===== config.mk =====
export PLATFORM = sky130hd
export DESIGN_NAME = exc_entry_seq
export DESIGN_NICKNAME = d
export VERILOG_FILES = /design/src/rtl/exc_seq_pkg.sv /design/src/rtl/exc_seq_ctrl.sv /design/src/rtl/exc_seq_dp.sv /design/src/rtl/exc_entry_seq.sv
export SDC_FILE = /design/constraint.sdc
export NUM_CORES = 1
export LEC_CHECK = 0
export BUFFER_PORTS_ARGS = -buffer_cell sky130_fd_sc_hd__buf_2
export CORE_ASPECT_RATIO = 1.4
export CORE_MARGIN = 1.5
export CORE_UTILIZATION = 35
export DETAILED_ROUTE_END_ITERATION = 8
export GPL_TIMING_DRIVEN = 0
export PLACE_DENSITY = 0.67
export SLEW_MARGIN = 0
export SYNTH_ARGS = -nofsm -noshare
export SYNTH_HDL_FRONTEND = slang
export SYNTH_HIERARCHICAL = 1
export SYNTH_SLANG_ARGS = --single-unit

===== constraint.sdc =====
create_clock -name clk -period 2.38 [get_ports clk]
set_input_delay 0 -clock clk [delete_from_list [all_inputs] [get_ports clk]]
set_output_delay 0 -clock clk [all_outputs]
set_load 0.1 [all_outputs]

===== src/rtl/exc_seq_pkg.sv =====
package exc_seq_pkg;
  parameter int XLEN      = 32;
  parameter int CODE_W    = 12;
  parameter int MODE_BIT  = 30;
  parameter int BANK_BIT  = 29;
  parameter int BLOCK_BIT = 28;

  parameter logic [XLEN-1:0] RST_VEC = 32'hA000_0000;
  parameter logic [XLEN-1:0] OFS_TLB = 32'h0000_0400;
  parameter logic [XLEN-1:0] OFS_GEN = 32'h0000_0100;
  parameter logic [XLEN-1:0] OFS_INT = 32'h0000_0600;

  localparam logic [XLEN-1:0] SR_ENTRY_SET =
    (XLEN'(1) << MODE_BIT) | (XLEN'(1) << BANK_BIT) | (XLEN'(1) << BLOCK_BIT);

  // One-hot action strobes from control to datapath
  typedef struct packed {
    logic takeRst;
    logic takeTlb;
    logic takeGen;
    logic takeInt;
    logic takeRte;
  } seq_strobe_t;
endpackage


===== src/rtl/exc_seq_ctrl.sv =====
module exc_seq_ctrl
  import exc_seq_pkg::*;
(
  input  logic        rstReq,
  input  logic        tlbReq,
  input  logic        genReq,
  input  logic        intReq,
  input  logic        rteReq,
  input  logic        blockBit,
  output seq_strobe_t strobe
);
  logic maskOk;

  assign maskOk = !blockBit;

  always_comb begin
    strobe = '0;
    if (rstReq)                 strobe.takeRst = 1'b1;
    else if (maskOk && tlbReq)  strobe.takeTlb = 1'b1;
    else if (maskOk && genReq)  strobe.takeGen = 1'b1;
    else if (maskOk && intReq)  strobe.takeInt = 1'b1;
    else if (rteReq)            strobe.takeRte = 1'b1;
  end
endmodule


===== src/rtl/exc_seq_dp.sv =====
module exc_seq_dp
  import exc_seq_pkg::*;
(
  input  logic              clk,
  input  logic              rstN,
  input  seq_strobe_t       strobe,
  input  logic [CODE_W-1:0] excCode,
  input  logic [CODE_W-1:0] intCode,
  input  logic [XLEN-1:0]   curPc,
  input  logic [XLEN-1:0]   curSr,
  input  logic              vbrWe,
  input  logic [XLEN-1:0]   vbrWdata,
  output logic              redirValid,
  output logic [XLEN-1:0]   redirAddr,
  output logic              srWe,
  output logic [XLEN-1:0]   srWdata,
  output logic [XLEN-1:0]   savedPc,
  output logic [XLEN-1:0]   savedSr,
  output logic [XLEN-1:0]   expEvt,
  output logic [XLEN-1:0]   intEvt,
  output logic [XLEN-1:0]   vbr
);
  localparam int PAD_W = XLEN - CODE_W;

  logic [XLEN-1:0] vbrQ, spcQ, ssrQ, expQ, intQ;
  logic            entryTaken;

  assign entryTaken = strobe.takeTlb | strobe.takeGen | strobe.takeInt;
  assign redirValid = |strobe;
  assign srWe       = redirValid;

  always_comb begin
    redirAddr = '0;
    srWdata   = curSr;
    if (strobe.takeRst) begin
      redirAddr = RST_VEC;
      srWdata   = SR_ENTRY_SET;
    end else if (strobe.takeTlb) begin
      redirAddr = vbrQ + OFS_TLB;
      srWdata   = curSr | SR_ENTRY_SET;
    end else if (strobe.takeGen) begin
      redirAddr = vbrQ + OFS_GEN;
      srWdata   = curSr | SR_ENTRY_SET;
    end else if (strobe.takeInt) begin
      redirAddr = vbrQ + OFS_INT;
      srWdata   = curSr | SR_ENTRY_SET;
    end else if (strobe.takeRte) begin
      redirAddr = spcQ;
      srWdata   = ssrQ;
    end
  end

  always_ff @(posedge clk or negedge rstN) begin
    if (!rstN) begin
      vbrQ <= '0;
      spcQ <= '0;
      ssrQ <= '0;
      expQ <= '0;
      intQ <= '0;
    end else begin
      if (strobe.takeRst)  vbrQ <= '0;
      else if (vbrWe)      vbrQ <= vbrWdata;
      if (entryTaken) begin
        spcQ <= curPc;
        ssrQ <= curSr;
      end
      if (strobe.takeTlb || strobe.takeGen) expQ <= {{PAD_W{1'b0}}, excCode};
      if (strobe.takeInt)                   intQ <= {{PAD_W{1'b0}}, intCode};
    end
  end

  assign savedPc = spcQ;
  assign savedSr = ssrQ;
  assign expEvt  = expQ;
  assign intEvt  = intQ;
  assign vbr     = vbrQ;
endmodule


===== src/rtl/exc_entry_seq.sv =====
module exc_entry_seq
  import exc_seq_pkg::*;
(
  input  logic              clk,
  input  logic              rstN,
  input  logic              rstReq,
  input  logic              tlbReq,
  input  logic              genReq,
  input  logic              intReq,
  input  logic              rteReq,
  input  logic [CODE_W-1:0] excCode,
  input  logic [CODE_W-1:0] intCode,
  input  logic [XLEN-1:0]   curPc,
  input  logic [XLEN-1:0]   curSr,
  input  logic              vbrWe,
  input  logic [XLEN-1:0]   vbrWdata,
  output logic              redirValid,
  output logic [XLEN-1:0]   redirAddr,
  output logic              srWe,
  output logic [XLEN-1:0]   srWdata,
  output logic [XLEN-1:0]   savedPc,
  output logic [XLEN-1:0]   savedSr,
  output logic [XLEN-1:0]   expEvt,
  output logic [XLEN-1:0]   intEvt,
  output logic [XLEN-1:0]   vbr
);
  seq_strobe_t strobe;

  exc_seq_ctrl u_ctrl (
    .rstReq   (rstReq),
    .tlbReq   (tlbReq),
    .genReq   (genReq),
    .intReq   (intReq),
    .rteReq   (rteReq),
    .blockBit (curSr[BLOCK_BIT]),
    .strobe   (strobe)
  );

  exc_seq_dp u_dp (
    .clk        (clk),
    .rstN       (rstN),
    .strobe     (strobe),
    .excCode    (excCode),
    .intCode    (intCode),
    .curPc      (curPc),
    .curSr      (curSr),
    .vbrWe      (vbrWe),
    .vbrWdata   (vbrWdata),
    .redirValid (redirValid),
    .redirAddr  (redirAddr),
    .srWe       (srWe),
    .srWdata    (srWdata),
    .savedPc    (savedPc),
    .savedSr    (savedSr),
    .expEvt     (expEvt),
    .intEvt     (intEvt),
    .vbr        (vbr)
  );
endmodule


==> key figures <==
STA
  – RSZ-0062 raised after global routing: true
  – Fin Setup TNS: -2.182 ns
  – Final setup violating endpoints: 20
  – Least-Margin Pin Slew: between 0.8 and 0.9 ns
  – PnR worst setup slack: -0.3525 ns
  – Max-slew violation count: 0
  – Max Fclk: 0.3660 GHz
  – Period utilization: 114.8%
  – Count of final hold-check violations: 0
  – Clk_skew: 0 ns
  – Rel. slew slack: 41.74%
  – Tmin final: 2.733 ns

Floorplanning
  – Ports: about 350
  – Core area: 21050 µm²
  – Die Area: ~22000 µm²
  – # rows: 63
  – Vert. Die Dim: 176.0 µm
  – Starting Density: 35.54%
  – Die width: 126.6 µm

Detailed routing
  – Drt wl/cell: roughly 18 µm
  – Met2 Wirelength: 16760 µm
  – Initial DRC Count: 670
  – DR vias/cell: 5.060
  – M1 WL: about 11000 µm
  – ANT nets after route: 0
  – First-pass iteration count of the detailed router: 6
  – Residual DRC: 0
  – Highest metal used: met4
  – Via count: 8805
  – Met3 wire length: between 2000 and 2500 µm
  – Total wire length: 32070 µm

Global routing
  – Gr usage total: 27.59%
  – Vias in the first global route: 8627
  – Grt ovf: 0
  – Initial antenna violation count: 2
  – Global-route wire length before repair: roughly 47000 µm
  – Largest net degree at the start of global routing: 68

Layout
  – Fraction of layout instances using a drive strength above 1: 45.13%
  – Final Cell Area: between 10000 and 15000 µm²
  – Most common cell after layout, fill and taps aside: nand2_1
  – Filler Cells Inserted: 1705
  – Layout Area Growth over Synthesis: 76.48%
  – Fin nets: ~1600
  – Most frequent cells in the layout: 293 x nand2_1, 285 x buf_2, 121 x dlygate4sd3_1, 102 x buf_4, 97 x dfrtp_1

Yosys
  – Synth Warn #: 6
  – Synth unique cells: 59
  – Largest area contributor in the netlist: dfrtp_1
  – Main area contributors after synthesis: dfrtp_1 40%, nand2_1 15%, mux2i_1 4.7%
  – Primary FF master, synth: dfrtp_1
  – Sequential fraction of the synthesis area: roughly two fifths
  – Syn Std Cell Area: approximately 7500 µm²
  – Share of synthesized registers carrying an async set or reset: 100.0%
  – Syn avg cell area: 8.130 µm²
  – Cell count after synthesis: 920
  – Synth Register Bits: 120
  – Number of synthesized flops with an enable pin: 0
  – Yosys top cell area share: about two fifths

Power and ir drop
  – P_int: 5.121 mW
  – Logic pwr share: slightly below 50%
  – Switching Fraction: 50.93%
  – Clock power frac: 25.9%
  – Lkg Pwr: ~6.5 nW
  – Switch Pwr: 5.316 mW
  – PD cells: 790.6 nW/µm²
  – Peak VDD IR: just under 0.6 mV
  – Sequential power share: 25.8%

Placement
  – Dpl ws: -0.7334 ns
  – DP Wirelength: about 22000 µm
  – I/O Buffers: 312
  – Cell Area, Placed: 10230 µm²
  – RePlAce Congestion: about 0.92

Clock network
  – Cts bufs inserted: 17
  – H-tree level count: 4
  – Clock root cell: clkbuf_16
  – Clk slew on worst S/H paths: ~0.06 ns
  – CTS tree: yes
  – Clock Latency Late Sink: approximately 0.42 ns
  – CTS Sinks: 120
  – Worst-case clock buffer depth: 2

Setup path
  – CP Capture Type: output pin
  – CP Max Fanout: 6
  – Setup CP Type: reg -> out
  – Required time worst endpoint: approximately 2.4 ns
  – Worst setup SP type: register
  – Critical path data arrival time: 2.73 ns
  – Worst reg2reg path depth: 4

Job
  – Number of max-cap violations: 0

Run status
  – Failing checks: negative setup slack
  – Status: finished with violations

Hold path
  – Hold Path Class: in -> reg
  – Hold Path Depth: 3
==> synth_stat cells, types with 3 or more instances <==
cell	instances
nand2_1	298
dfrtp_1	120
nor2_1	61
a21oi_1	55
buf_4	46
clkbuf_1	41
mux2i_1	35
mux2_2	24
nand3_1	24
xnor2_1	23
xor2_1	21
buf_2	19
a221oi_1	16
nor3_1	15
buf_1	11
inv_1	9
o21ai_0	9
nand4_1	7
nor4_1	6
a211o_1	5
a211oi_1	5
a221o_1	5
ha_1	5
o22ai_1	5
nand4_2	3
nor2_2	3
nor3_2	3
or3_1	3
==> flip-flops by register name, indices dropped and copies added (netlist names) <==
signal / flops
u_dp/expEvt: 12
u_dp/intEvt: 12
u_dp/savedPc: 32
u_dp/savedSr: 32
u_dp/vbr: 32
==> worst max-delay path, stage by stage, from the launching register on <==
cell,delay [ns]
dfrtp_4,0.52
ha_4,0.18
a21oi_4,0.29
inv_1,0.11
a21boi_0,0.31
o21ai_2,0.13
a221o_1,0.37
a21oi_4,0.19
buf_12,0.20
==> stage by stage <==
step	power, mW	instances	hold WS (ns)	utilization, %
2_1_floorplan	6.541	959	-0.2956	-
3_3_place_gp	7.369	1531	0.1981	48.43
3_5_place_dp	7.416	1532	0.002778	48.59
4_1_cts	10.38	1712	0.06942	60.60
5_1_grt	10.78	1740	0.08534	62.72
6_report	10.44	1740	0.08372	62.72
==> per-layer routing <==
metal	vias up	global-route usage (%)
met5	-	0
met4	0	15.80
met3	105	6.545
met2	466	49.50
met1	4153	29.53
li1	4081	-
==> repair_timing <==
item                                    4_1_cts  5_1_grt
cloned                                        1        0
gates resized for setup                     140       67
pin swaps                                    39       41
hold endpoints to repair                    176        0
setup buffers                                33       29
endpoints found under the setup margin       59       61
hold buffers                                121        0
==> logic make-up after synthesis <==
kind of cell	share of synthesized area, %
xor gates and xnor gates	5.152
adders and majority gates	0.8364
DFF	40.15
other	0.05014
AOI/OAI and AO/OA	10.82
and+or+nand+nor	25.74
buffers and inverters	8.949
muxes	8.297
==> cell type report <==
cell class                 count  area [µm²]  area share, %
clock buffer                  24       491.7          3.725
clock inverter                 8       117.6         0.8910
antenna                        2       5.005        0.03791
buffer                       107       688.2          5.213
sequential                   120        3079          23.33
inverter                       9       36.28         0.2749
tap                          260       325.3          2.464
timing repair buffer         497        3672          27.82
multi-input combinational    713        4785          36.25
==> final timing paths <==
check	to	startpoint	slack [ns]
max in group asynchronous	u_dp/intEvt[5]	rstN	1.55
max reg2reg	u_dp/vbr[11]	u_dp/vbr[11]	1.19
max	redirAddr[28]	u_dp/vbr[11]	-0.35
min	u_dp/vbr[0]	vbrWe	0.08
min in group asynchronous	u_dp/savedPc[3]	rstN	0.10
min reg2reg	u_dp/savedSr[4]	u_dp/savedSr[4]	0.49
==> power groups by stage <==
stage          clock (mW)  combinational (mW)  sequential, mW
6_report             2.70                5.05            2.69
3_3_place_gp            0                4.68            2.69
3_5_place_dp            0                4.71            2.70
4_1_cts              2.73                4.96            2.69
2_1_floorplan           0                1.55            4.99
5_1_grt              2.84                5.21            2.74
Note: power is estimated with default switching activity, not from simulation.
